==> src/rtl/sbf_pkg.sv <==
package sbf_pkg;
  localparam int unsigned BYTE_W = 8;
  localparam int unsigned SMP_W  = 16;

  typedef enum logic {PH_LO = 1'b0, PH_HI = 1'b1} phase_e;
endpackage

==> src/rtl/sbf_store.sv <==
module sbf_store #(
  parameter int unsigned DEPTH = 8,
  parameter int unsigned W     = 16,
  localparam int unsigned AW   = $clog2(DEPTH)
) (
  input  logic          clk_i,
  input  logic          we_i,
  input  logic [AW-1:0] waddr_i,
  input  logic [W-1:0]  wdata_i,
  input  logic [AW-1:0] raddr_i,
  output logic [W-1:0]  rdata_o
);
  logic [W-1:0] mem_q [DEPTH];

  for (genvar g = 0; g < DEPTH; g++) begin : g_ent
    always_ff @(posedge clk_i) begin
      if (we_i && waddr_i == AW'(g)) mem_q[g] <= wdata_i;
    end
  end

  assign rdata_o = mem_q[raddr_i];
endmodule

==> src/rtl/sbf_ctrl.sv <==
module sbf_ctrl
  import sbf_pkg::*;
#(
  parameter int unsigned DEPTH = 8,
  localparam int unsigned AW   = $clog2(DEPTH),
  localparam int unsigned CW   = $clog2(DEPTH+1)
) (
  input  logic          clk_i,
  input  logic          rst_ni,
  input  logic          push_req_i,
  input  logic          rd_i,
  input  logic          clr_i,
  output logic          push_o,
  output logic          pop_o,
  output logic          rd_act_o,
  output logic [AW-1:0] wr_ptr_o,
  output logic [AW-1:0] rd_ptr_o,
  output logic [CW-1:0] level_o,
  output phase_e        phase_o,
  output logic          stale_o,
  output logic          empty_o,
  output logic          full_o
);
  logic [AW-1:0] wr_ptr_q, rd_ptr_q;
  logic [CW-1:0] level_q;
  phase_e        phase_q;
  logic          stale_q;

  assign empty_o  = (level_q == '0);
  assign full_o   = (level_q == CW'(DEPTH));
  assign push_o   = push_req_i && !full_o && !clr_i;
  assign rd_act_o = rd_i && !empty_o && !clr_i;
  assign pop_o    = rd_act_o && (phase_q == PH_HI);

  always_ff @(posedge clk_i or negedge rst_ni) begin
    if (!rst_ni) begin
      wr_ptr_q <= '0;
      rd_ptr_q <= '0;
      level_q  <= '0;
      phase_q  <= PH_LO;
      stale_q  <= 1'b0;
    end else if (clr_i) begin
      // leave the word at the read slot in place as the stale entry
      wr_ptr_q <= rd_ptr_q + AW'(1);
      level_q  <= CW'(1);
      phase_q  <= PH_LO;
      stale_q  <= 1'b1;
    end else begin
      if (push_o) wr_ptr_q <= wr_ptr_q + AW'(1);
      if (pop_o) begin
        rd_ptr_q <= rd_ptr_q + AW'(1);
        stale_q  <= 1'b0;
      end
      if (rd_act_o) phase_q <= (phase_q == PH_LO) ? PH_HI : PH_LO;
      case ({push_o, pop_o})
        2'b10:   level_q <= level_q + CW'(1);
        2'b01:   level_q <= level_q - CW'(1);
        default: level_q <= level_q;
      endcase
    end
  end

  assign wr_ptr_o = wr_ptr_q;
  assign rd_ptr_o = rd_ptr_q;
  assign level_o  = level_q;
  assign phase_o  = phase_q;
  assign stale_o  = stale_q;
endmodule

==> src/rtl/sbf_err.sv <==
module sbf_err #(
  parameter int unsigned DEPTH = 8,
  localparam int unsigned CW   = $clog2(DEPTH+1)
) (
  input  logic          clk_i,
  input  logic          rst_ni,
  input  logic          smp_valid_i,
  input  logic          conv_req_i,
  input  logic          full_i,
  input  logic          clr_i,
  input  logic [CW-1:0] level_i,
  input  logic          stale_i,
  output logic          ovf_o,
  output logic          ovr_o,
  output logic          irq_o
);
  logic pend_q, ovf_q, ovr_q;

  always_ff @(posedge clk_i or negedge rst_ni) begin
    if (!rst_ni) begin
      pend_q <= 1'b0;
      ovf_q  <= 1'b0;
      ovr_q  <= 1'b0;
    end else begin
      if (conv_req_i)       pend_q <= 1'b1;
      else if (smp_valid_i) pend_q <= 1'b0;
      if (clr_i) begin
        ovf_q <= 1'b0;
        ovr_q <= 1'b0;
      end else begin
        if (smp_valid_i && full_i)                 ovf_q <= 1'b1;
        if (conv_req_i && pend_q && !smp_valid_i)  ovr_q <= 1'b1;
      end
    end
  end

  // stale word does not request service
  assign irq_o = (level_i > CW'(stale_i)) || ovf_q || ovr_q;
  assign ovf_o = ovf_q;
  assign ovr_o = ovr_q;
endmodule

==> src/rtl/sample_byte_fifo.sv <==
module sample_byte_fifo
  import sbf_pkg::*;
#(
  parameter int unsigned DEPTH = 8,
  localparam int unsigned AW   = $clog2(DEPTH),
  localparam int unsigned CW   = $clog2(DEPTH+1)
) (
  input  logic              clk_i,
  input  logic              rst_ni,
  input  logic              smp_valid_i,
  input  logic [SMP_W-1:0]  smp_data_i,
  input  logic              conv_req_i,
  input  logic              rd_i,
  output logic [BYTE_W-1:0] rd_data_o,
  input  logic              clr_i,
  output logic [CW-1:0]     level_o,
  output logic              empty_o,
  output logic              full_o,
  output logic              ovf_o,
  output logic              ovr_o,
  output logic              irq_o
);
  logic             push, pop, rd_act, stale;
  logic [AW-1:0]    wr_ptr, rd_ptr;
  logic [CW-1:0]    level;
  phase_e           phase;
  logic [SMP_W-1:0] head;
  logic [SMP_W-1:0] last_q;
  logic [BYTE_W-1:0] rd_byte_q, rd_byte_d;

  sbf_ctrl #(.DEPTH(DEPTH)) u_ctrl (
    .clk_i(clk_i), .rst_ni(rst_ni), .push_req_i(smp_valid_i), .rd_i(rd_i),
    .clr_i(clr_i), .push_o(push), .pop_o(pop), .rd_act_o(rd_act),
    .wr_ptr_o(wr_ptr), .rd_ptr_o(rd_ptr), .level_o(level), .phase_o(phase),
    .stale_o(stale), .empty_o(empty_o), .full_o(full_o)
  );

  sbf_store #(.DEPTH(DEPTH), .W(SMP_W)) u_store (
    .clk_i(clk_i), .we_i(push), .waddr_i(wr_ptr), .wdata_i(smp_data_i),
    .raddr_i(rd_ptr), .rdata_o(head)
  );

  sbf_err #(.DEPTH(DEPTH)) u_err (
    .clk_i(clk_i), .rst_ni(rst_ni), .smp_valid_i(smp_valid_i),
    .conv_req_i(conv_req_i), .full_i(full_o), .clr_i(clr_i),
    .level_i(level), .stale_i(stale), .ovf_o(ovf_o), .ovr_o(ovr_o),
    .irq_o(irq_o)
  );

  always_comb begin
    rd_byte_d = rd_byte_q;
    if (rd_act)
      rd_byte_d = (phase == PH_HI) ? head[SMP_W-1 -: BYTE_W] : head[BYTE_W-1:0];
    else if (rd_i && !clr_i)
      rd_byte_d = last_q[BYTE_W-1:0];
  end

  always_ff @(posedge clk_i or negedge rst_ni) begin
    if (!rst_ni) begin
      rd_byte_q <= '0;
      last_q    <= '0;
    end else begin
      rd_byte_q <= rd_byte_d;
      if (pop) last_q <= head;
    end
  end

  assign rd_data_o = rd_byte_q;
  assign level_o   = level;
endmodule

==> config.mk <==
export PLATFORM = sky130hd
export DESIGN_NAME = sample_byte_fifo
export DESIGN_NICKNAME = d
export VERILOG_FILES = /design/src/rtl/sbf_pkg.sv /design/src/rtl/sbf_store.sv /design/src/rtl/sbf_ctrl.sv /design/src/rtl/sbf_err.sv /design/src/rtl/sample_byte_fifo.sv
export SDC_FILE = /design/constraint.sdc
export NUM_CORES = 1
export LEC_CHECK = 0
export CAP_MARGIN = 20
export CORE_ASPECT_RATIO = 1.4
export CORE_MARGIN = 3
export CORE_UTILIZATION = 40
export DETAILED_ROUTE_END_ITERATION = 7
export DONT_BUFFER_PORTS = 1
export SYNTH_ARGS = -nofsm -noshare
export SYNTH_HDL_FRONTEND = slang
export SYNTH_SLANG_ARGS = --single-unit
export TNS_END_PERCENT = 50
==> constraint.sdc <==
create_clock -name clk_i -period 3.7 [get_ports clk_i]
set_clock_uncertainty 0.2 [all_clocks]
set_input_delay 0 -clock clk_i [delete_from_list [all_inputs] [get_ports clk_i]]
set_output_delay 0 -clock clk_i [all_outputs]
set_load 0.02 [all_outputs]
==> impl_table.tex, run 1 <==
\begin{tabular}{lr}
\hline
Metric & Value \\
\hline
\multicolumn{2}{l}{\textbf{Yosys}} \\
\quad Largest cells by area after synthesis & sky130\_fd\_sc\_hd\_\_edfxtp\_1 59\%, sky130\_fd\_sc\_hd\_\_dfrtp\_1 12\%, sky130\_fd\_sc\_hd\_\_mux4\_2 6.6\%, sky130\_fd\_sc\_hd\_\_mux2i\_1 3.8\%, sky130\_fd\_sc\_hd\_\_ha\_1 1.9\% \\
\quad Post-synthesis register bit count & 159 \\
\quad Syn Inst Count & 394 \\
\quad Post-synthesis instance area & 6500 um2 \\
\quad Total nets after synthesis & 426 \\
\quad Leading cell types by count after synthesis & 128 x sky130\_fd\_sc\_hd\_\_edfxtp\_1, 32 x sky130\_fd\_sc\_hd\_\_nor2\_1, 31 x sky130\_fd\_sc\_hd\_\_dfrtp\_1 \\
\quad Distinct cell type count of the synthesized netlist & 37 \\
\quad Cell with the most instances after synthesis & sky130\_fd\_sc\_hd\_\_edfxtp\_1 \\
\quad Prevailing post-synth register cell & sky130\_fd\_sc\_hd\_\_edfxtp\_1 \\
\quad Dominant cell type by area after synthesis & sky130\_fd\_sc\_hd\_\_edfxtp\_1 \\
\quad Share of the synthesized area in the top cell type & 59.1\% \\
\quad Share of the yosys chip area belonging to registers & 71.0\% \\
\quad Async set or reset register ratio after synthesis & 19.5\% \\
\quad Count of yosys warnings during synthesis & 0 \\
\quad Post-synthesis area per instance & 16.5 um2 \\
\quad Count of flip-flops with a built-in enable after synthesis & 128 \\
\multicolumn{2}{l}{\textbf{Clock tree}} \\
\quad Total setup buffers inserted after CTS & 0 \\
\quad Clock latency at the later pin of the worst-skew pair & 420 ps \\
\quad Clock-pin slew of the registers on the worst-case setup and hold paths & 60 ps \\
\quad Buffer depth of the longest clock path & 2 \\
\quad CTS tree & built \\
\quad H-Tree Level Count & 4 \\
\quad Count of clock tree sinks & 159 \\
\quad Number of clock buffers inserted by TritonCTS & 17 \\
\quad Root Buffer & sky130\_fd\_sc\_hd\_\_clkbuf\_16 \\
\multicolumn{2}{l}{\textbf{Critical path}} \\
\quad Max incr delay on CP & 630 ps \\
\quad Worst Setup End Kind & flop \\
\quad Slowest cell on the critical path & sky130\_fd\_sc\_hd\_\_or4\_4 \\
\quad CP Cell Sequence & or4\_4, inv\_2, or3b\_1, nor2\_1, ha\_1, a21oi\_1, mux4\_2, o22ai\_2 \\
\quad Critical path class & flop to flop \\
\quad Worst reg2reg path depth & 8 \\
\quad Critical Path RT & 3840 ps \\
\quad Data arrival, critical path & 3030 ps \\
\quad Critical path fanouts, max & 8 \\
\quad Kind of start point of the critical path & flop \\
\multicolumn{2}{l}{\textbf{Global routing}} \\
\quad Total global-route track usage & 15.4\% \\
\quad Largest net degree at the start of global routing & 32 \\
\quad Wire length of the first global-routing pass & 20,400 um \\
\quad Antenna violations before repair & 0 \\
\quad Vias in the first global route & 3,734 \\
\quad Gr ovfl total & 0 \\
\multicolumn{2}{l}{\textbf{Timing}} \\
\quad Slew Viols, Final & 0 \\
\quad Measured slew at the worst slew-check pin & 944 ps \\
\quad Max Clk Rate & 345 MHz \\
\quad Fin. Hold Viols & 0 \\
\quad Setup\_tns & 0 ps \\
\quad Worst hold slack & 12.9 ps \\
\quad Portion of the clock cycle consumed by the worst path in the final layout & 78.3\% \\
\quad Setup repair after global routing missed its margin & false \\
\quad Endpoints failing setup & 0 \\
\quad Final period demand of the worst path & 2900 ps \\
\quad Max transition margin & 37.0\% \\
\multicolumn{2}{l}{\textbf{Placement}} \\
\quad Global placer's final weighted congestion & 0.831 \\
\quad Number of port buffers & 0 \\
\quad HPWL Detailed & 8300 um \\
\multicolumn{2}{l}{\textbf{Power}} \\
\quad Worst vdd rail ir drop & 0.000381 V \\
\quad Power per unit of standard cell area & 709 nW/um2 \\
\quad Standby leakage power & 2.72 nW \\
\multicolumn{2}{l}{\textbf{Detailed routing}} \\
\quad Routed length per instance & 19.7 um \\
\quad First-pass detailed-route iteration total & 4 \\
\quad Final Routed Wirelength & 12,700 um \\
\quad Via-per-instance ratio & 5.32 \\
\quad DRT antenna net count & 0 \\
\quad Drt drc & 0 \\
\quad Number of DRC violations after detailed-routing iteration 0 & 229 \\
\quad Total via count after detailed routing & 3,435 \\
\multicolumn{2}{l}{\textbf{Finish}} \\
\quad Layout overhead on the synthesized area & 18.1\% \\
\quad Antenna Diode Count & 0 \\
\quad Total number of nets in the final design & 469 \\
\quad Fraction of layout instances using a drive strength above 1 & 19.3\% \\
\multicolumn{2}{l}{\textbf{Hold path}} \\
\quad Class of the worst hold path & input port to flop \\
\quad Hold path depth & 5 \\
\multicolumn{2}{l}{\textbf{Die}} \\
\quad Core Area & 15,700 um2 \\
\quad Initial Utilization & 41.3\% \\
\quad Die Outline Area & 17,900 um2 \\
\quad Y dimension of the die & 157 um \\
\quad Floorplan row count & 54 \\
\quad Top Ports & 39 \\
\quad Horizontal die dimension & 114 um \\
\multicolumn{2}{l}{\textbf{Status}} \\
\quad Status & completed \\
\multicolumn{2}{l}{\textbf{Flow run}} \\
\quad Max-capacitance violation count & 0 \\
\hline
\end{tabular}
-- power breakdown --
group | switching (mW) | internal, mW | total (mW)
Combinational | 0.650 | 0.598 | 1.25
Sequential | 0.304 | 2.16 | 2.46
Clock | 0.679 | 1.06 | 1.74
-- per-stage QoR --
step	instance area, um2	std cells	setup WS (ps)	util, %	power [mW]
2_1_floorplan	6500	394	670	-	3.37
3_3_place_gp	6820	589	844	43.3	3.70
3_5_place_dp	6820	589	820	43.3	3.72
4_1_cts	7680	646	801	48.8	5.51
5_1_grt	7680	646	669	48.8	5.74
6_report	7680	646	805	48.8	5.45
-- registers in the layout (all words and copies together), names as in the netlist --
name,count
u_store.mem_q,128
last_q,8
rd_data_o,8
u_ctrl.level_o,4
u_ctrl.rd_ptr_o,3
u_ctrl.wr_ptr_o,3
u_ctrl.phase_o,1
u_ctrl.stale_o,1
u_err.ovf_o,1
u_err.ovr_o,1
u_err.pend_q,1
-- critical path: cells and delay by family, from the launching register on --
| kind | cells | cell delay [ps] |
|---|---|---|
| AO/OA/AOI/OAI | 2 | 320 |
| adder cells (fa/ha/maj) | 1 | 320 |
| buffers and inverters | 1 | 70 |
| flip-flops | 1 | 540 |
| multiplexers | 1 | 540 |
| AND/OR/NAND/NOR | 3 | 830 |
-- path summary, 6_finish.rpt --
| check | start | end | slack [ps] |
|---|---|---|---|
| max | u_ctrl.level_o[1] | u_ctrl.level_o[3] | 800 |
| max in group asynchronous | rst_ni | last_q[1] | 2660 |
| min | rd_i | u_ctrl.level_o[2] | 10 |
| min reg2reg | u_err.pend_q | u_err.pend_q | 290 |
| max reg2reg | u_ctrl.level_o[1] | u_ctrl.level_o[3] | 800 |
| min in group asynchronous | rst_ni | u_err.ovr_o | 460 |
-- routing by layer --
metal / global-route usage [%] / wire length, um / vias to the layer above
met2: 27.5 / 6860 / 67
met1: 18.5 / 5210 / 1752
met4: 5.43 / 214 / 0
met5: 0 / 0 / -
li1: - / - / 1602
met3: 3.15 / 447 / 14
-- cell families (layout without fill, tap and decap cells) --
logic type                 Yosys count  count (layout)  share of synthesized area [%]
AOI/OAI and AO/OA                   49              49                           4.85
xor gates and xnor gates             9               9                           1.21
adders and majority gates           11              11                           2.08
buffers and inverters               25              81                           1.81
DFF                                159             159                           71.0
muxes                               59              59                           13.0
and+or+nand+nor                     82              82                           6.02
-- what timing repair did --
| item | CTS | global route |
|---|---|---|
| setup endpoints to repair | 0 | 0 |
| hold buffers | 25 | 0 |
| hold endpoints to repair | 278 | 0 |
| resized for setup | 0 | 0 |
-- area by class of cell --
cell class	count	area [um2]
fill	1304	8060
tap	196	245
timing repair buffer	43	405
sequential	159	4620
clock inverter	13	161
clock buffer	19	433
inverter	6	22.5
multi-input combinational	210	1790
-- placed cells by master (no fill, tap or decap), types with 2 or more instances in the layout --
cell type / netlist / routed
sky130_fd_sc_hd__clkbuf_16: 0 / 17
sky130_fd_sc_hd__bufinv_16: 0 / 3
sky130_fd_sc_hd__dlygate4sd3_1: 0 / 23
sky130_fd_sc_hd__nand2b_1: 7 / 7
sky130_fd_sc_hd__buf_12: 0 / 2
sky130_fd_sc_hd__mux4_2: 19 / 19
sky130_fd_sc_hd__clkbuf_1: 10 / 2
sky130_fd_sc_hd__nor3_2: 0 / 3
sky130_fd_sc_hd__o22ai_1: 7 / 7
sky130_fd_sc_hd__clkinvlp_4: 0 / 2
sky130_fd_sc_hd__a22oi_1: 7 / 7
sky130_fd_sc_hd__dfrtp_1: 31 / 30
sky130_fd_sc_hd__edfxtp_1: 128 / 128
sky130_fd_sc_hd__nand2_1: 29 / 29
sky130_fd_sc_hd__nor3b_2: 0 / 2
sky130_fd_sc_hd__buf_4: 0 / 18
sky130_fd_sc_hd__a221oi_1: 8 / 8
sky130_fd_sc_hd__nor2_1: 32 / 32
sky130_fd_sc_hd__mux2i_1: 25 / 25
sky130_fd_sc_hd__xnor2_1: 6 / 6
sky130_fd_sc_hd__mux2_1: 6 / 6
sky130_fd_sc_hd__ha_1: 10 / 10
sky130_fd_sc_hd__a21oi_1: 5 / 5
sky130_fd_sc_hd__clkinv_4: 0 / 2
sky130_fd_sc_hd__inv_6: 0 / 3
sky130_fd_sc_hd__clkinv_1: 0 / 2
sky130_fd_sc_hd__mux2_2: 9 / 9
sky130_fd_sc_hd__inv_1: 5 / 5
sky130_fd_sc_hd__o21ai_1: 18 / 18
sky130_fd_sc_hd__xor2_1: 3 / 3
Power figures use the tool's default switching activity.
==> inputs of run 2 (changes only) <==
==> constraint.sdc (replaced) <==
create_clock -name clk_i -period 2.74 [get_ports clk_i]
set_clock_uncertainty 0.2 [all_clocks]
set_input_delay 0 -clock clk_i [delete_from_list [all_inputs] [get_ports clk_i]]
set_output_delay 0 -clock clk_i [all_outputs]
set_load 0.02 [all_outputs]
==> impl_table.tex, run 2 (synthesis results as in run 1) <==
\begin{tabular}{lr}
\hline
Metric & Value \\
\hline
\multicolumn{2}{l}{\textbf{Status}} \\
\quad Status & completed \\
\multicolumn{2}{l}{\textbf{Finish}} \\
\quad Most common cell after layout, fill and taps aside & sky130\_fd\_sc\_hd\_\_edfxtp\_1 \\
\quad Final Non-Filler Cells & 655 \\
\quad Flip-flop count of the largest register after layout & 128 \\
\quad Fraction of layout instances using a drive strength above 1 & 22.1\% \\
\quad Total number of nets in the final design & 477 \\
\quad Layout overhead on the synthesized area & 19.0\% \\
\quad Biggest register & u\_store.mem\_q \\
\quad Most frequent cells in the layout & 128 x sky130\_fd\_sc\_hd\_\_edfxtp\_1, 31 x sky130\_fd\_sc\_hd\_\_nor2\_1, 29 x sky130\_fd\_sc\_hd\_\_nand2\_1 \\
\multicolumn{2}{l}{\textbf{Placement}} \\
\quad Global placer's final weighted congestion & 0.800 \\
\quad Number of port buffers & 0 \\
\quad Inst Count DP & 597 \\
\quad HPWL Detailed & 8300 um \\
\multicolumn{2}{l}{\textbf{Power}} \\
\quad Power per unit of standard cell area & 948 nW/um2 \\
\quad P\_int & 5.07 mW \\
\quad Sequential power share & 43.0\% \\
\quad Standby leakage power & 2.75 nW \\
\quad Fraction of power consumed by the clock network & 30.1\% \\
\quad Combinational share of power & 26.9\% \\
\quad Switching power summed over all nets & 2.27 mW \\
\quad Switching Fraction & 30.9\% \\
\quad Design Power & 7.34 mW \\
\quad Worst vdd rail ir drop & 0.000490 V \\
\multicolumn{2}{l}{\textbf{Critical path}} \\
\quad Worst-case register-to-register setup slack & 90 ps \\
\quad Critical path fanouts, max & 4 \\
\quad Worst Setup End Kind & flop \\
\quad Kind of start point of the critical path & flop \\
\quad Slowest cell on the critical path & sky130\_fd\_sc\_hd\_\_or4\_4 \\
\quad Max incr delay on CP & 570 ps \\
\quad Critical Path RT & 2870 ps \\
\quad Critical path class & flop to flop \\
\quad Worst R2R End & u\_ctrl.level\_o[3] \\
\quad Data arrival, critical path & 2780 ps \\
\quad Startpoint of the most critical register-to-register path & u\_ctrl.level\_o[3] \\
\quad CP Cell Sequence & or4\_4, inv\_2, or3b\_4, nor2\_2, ha\_1, a21oi\_2, mux4\_2, o22ai\_2 \\
\quad Worst reg2reg path depth & 8 \\
\multicolumn{2}{l}{\textbf{Timing}} \\
\quad Measured slew at the worst slew-check pin & 796 ps \\
\quad Final period demand of the worst path & 2650 ps \\
\quad Setup repair after global routing missed its margin & false \\
\quad Slew Viols, Final & 0 \\
\quad Max Clk Rate & 377 MHz \\
\quad Endpoints failing setup & 0 \\
\quad Max transition margin & 46.9\% \\
\quad Worst hold slack & 43.7 ps \\
\quad Fin. Hold Viols & 0 \\
\quad Portion of the clock cycle consumed by the worst path in the final layout & 96.9\% \\
\multicolumn{2}{l}{\textbf{Flow run}} \\
\quad Max-capacitance violation count & 0 \\
\multicolumn{2}{l}{\textbf{Detailed routing}} \\
\quad DRT antenna net count & 0 \\
\quad Drt drc & 0 \\
\quad Final Routed Wirelength & 13,000 um \\
\quad Number of DRC violations after detailed-routing iteration 0 & 236 \\
\quad Total via count after detailed routing & 3,558 \\
\quad Routed length per instance & 19.9 um \\
\quad First-pass detailed-route iteration total & 4 \\
\quad Via-per-instance ratio & 5.43 \\
\multicolumn{2}{l}{\textbf{Clock tree}} \\
\quad H-Tree Level Count & 4 \\
\quad CTS tree & built \\
\quad Number of clock buffers inserted by TritonCTS & 17 \\
\quad Root Buffer & sky130\_fd\_sc\_hd\_\_clkbuf\_16 \\
\quad Clock latency at the later pin of the worst-skew pair & 410 ps \\
\quad Count of clock tree sinks & 159 \\
\quad Clock-pin slew of the registers on the worst-case setup and hold paths & 70 ps \\
\quad Buffer depth of the longest clock path & 2 \\
\multicolumn{2}{l}{\textbf{Global routing}} \\
\quad Gr ovfl total & 0 \\
\quad Largest net degree at the start of global routing & 39 \\
\quad Wire length of the first global-routing pass & 20,700 um \\
\quad Vias in the first global route & 3,822 \\
\quad Antenna violations before repair & 1 \\
\quad Total global-route track usage & 15.5\% \\
\multicolumn{2}{l}{\textbf{Die}} \\
\quad Horizontal die dimension & 114 um \\
\quad Y dimension of the die & 157 um \\
\quad Core Area & 15,700 um2 \\
\quad Die Outline Area & 17,900 um2 \\
\quad Top Ports & 39 \\
\quad Initial Utilization & 41.3\% \\
\quad Floorplan row count & 54 \\
\multicolumn{2}{l}{\textbf{Hold path}} \\
\quad Endpoint of the worst hold path & u\_err.pend\_q \\
\quad Class of the worst hold path & input port to flop \\
\quad Hold path depth & 2 \\
\quad Start point of the worst hold path & conv\_req\_i \\
\hline
\end{tabular}
[run 2: cell count changes in the layout (fill, tap and decap cells not counted), moves of 2 or more]
cell / change
sky130_fd_sc_hd__buf_4: +7
sky130_fd_sc_hd__bufinv_16: -2
sky130_fd_sc_hd__clkbuf_1: -2
sky130_fd_sc_hd__dfrtp_1: -2
sky130_fd_sc_hd__dfrtp_2: +2
sky130_fd_sc_hd__inv_6: +2
[run 2: metal layers]
| metal | GRT usage [%] | up-vias | wire length [um] | part of all wire (%) |
|---|---|---|---|---|
| met2 | 27.4 | 80 | 6950 | 53 |
| met1 | 18.5 | 1849 | 5320 | 41 |
| met5 | 0 | - | 0 | 0 |
| met3 | 3.27 | 15 | 551 | 4.2 |
| met4 | 6.34 | 0 | 214 | 1.6 |
| li1 | - | 1614 | - | - |
[run 2: layout make-up]
| cell class | instances | area, um2 |
|---|---|---|
| fillers | 1301 | 8000 |
| inverters | 6 | 22.5 |
| clock inverters | 15 | 133 |
| clock buffers | 17 | 425 |
| flip-flops and latches | 159 | 4620 |
| diodes | 1 | 2.50 |
| multi-input cells | 210 | 1810 |
| repair buffers | 51 | 480 |
| well taps | 196 | 245 |
[run 2: what timing repair did]
| action | 4_1_cts | 5_1_grt |
|---|---|---|
| gates resized for setup | 0 | 1 |
| hold buffers | 25 | 0 |
| setup buffers | 0 | 0 |
| endpoints found under the setup margin | 0 | 1 |
| hold endpoints to repair | 293 | 0 |
[run 2: power groups by stage]
stage               sequential, mW  clock (mW)  combinational [mW]
detailed placement            3.21           0                1.94
floorplan                     3.18           0                1.38
finish                        3.16        2.21                1.97
global route                  3.20        2.36                2.18
global placement              3.19           0                1.92
CTS                           3.16        2.25                2.01
[run 2: per-stage QoR]
stage / instance area [um2] / setup TNS [ps] / setup slack, ps / utilization [%]
5_1_grt: 7740 / 0 / 11.9 / 49.2
6_report: 7740 / 0 / 85.9 / 49.2
2_1_floorplan: 6530 / -6150 / -133 / -
3_5_place_dp: 6910 / 0 / 98.2 / 43.9
3_3_place_gp: 6910 / 0 / 150 / 43.9
4_1_cts: 7740 / 0 / 56.3 / 49.1
[run 2: worst max-delay path: cells and delay by family (launching register included)]
family                   cells  cell delay, ps
AND/OR/NAND/NOR              3             740
multiplexers                 1             520
flip-flops                   1             400
adder cells (fa/ha/maj)      1             330
AO/OA/AOI/OAI                2             300
buffers and inverters        1              80
[run 2: worst max path at each step]
stage                       from                end  slack, ps  cells past startpoint
2_1_floorplan  u_ctrl.level_o[1]  u_ctrl.level_o[3]       -130                     10
3_3_place_gp   u_ctrl.level_o[3]  u_ctrl.level_o[3]        150                      8
3_5_place_dp   u_ctrl.level_o[3]  u_ctrl.level_o[3]        100                      8
4_1_cts                    clr_i  u_ctrl.level_o[3]         60                      8
5_1_grt        u_ctrl.level_o[3]  u_ctrl.level_o[3]         10                      8
6_report       u_ctrl.level_o[3]  u_ctrl.level_o[3]         90                      8
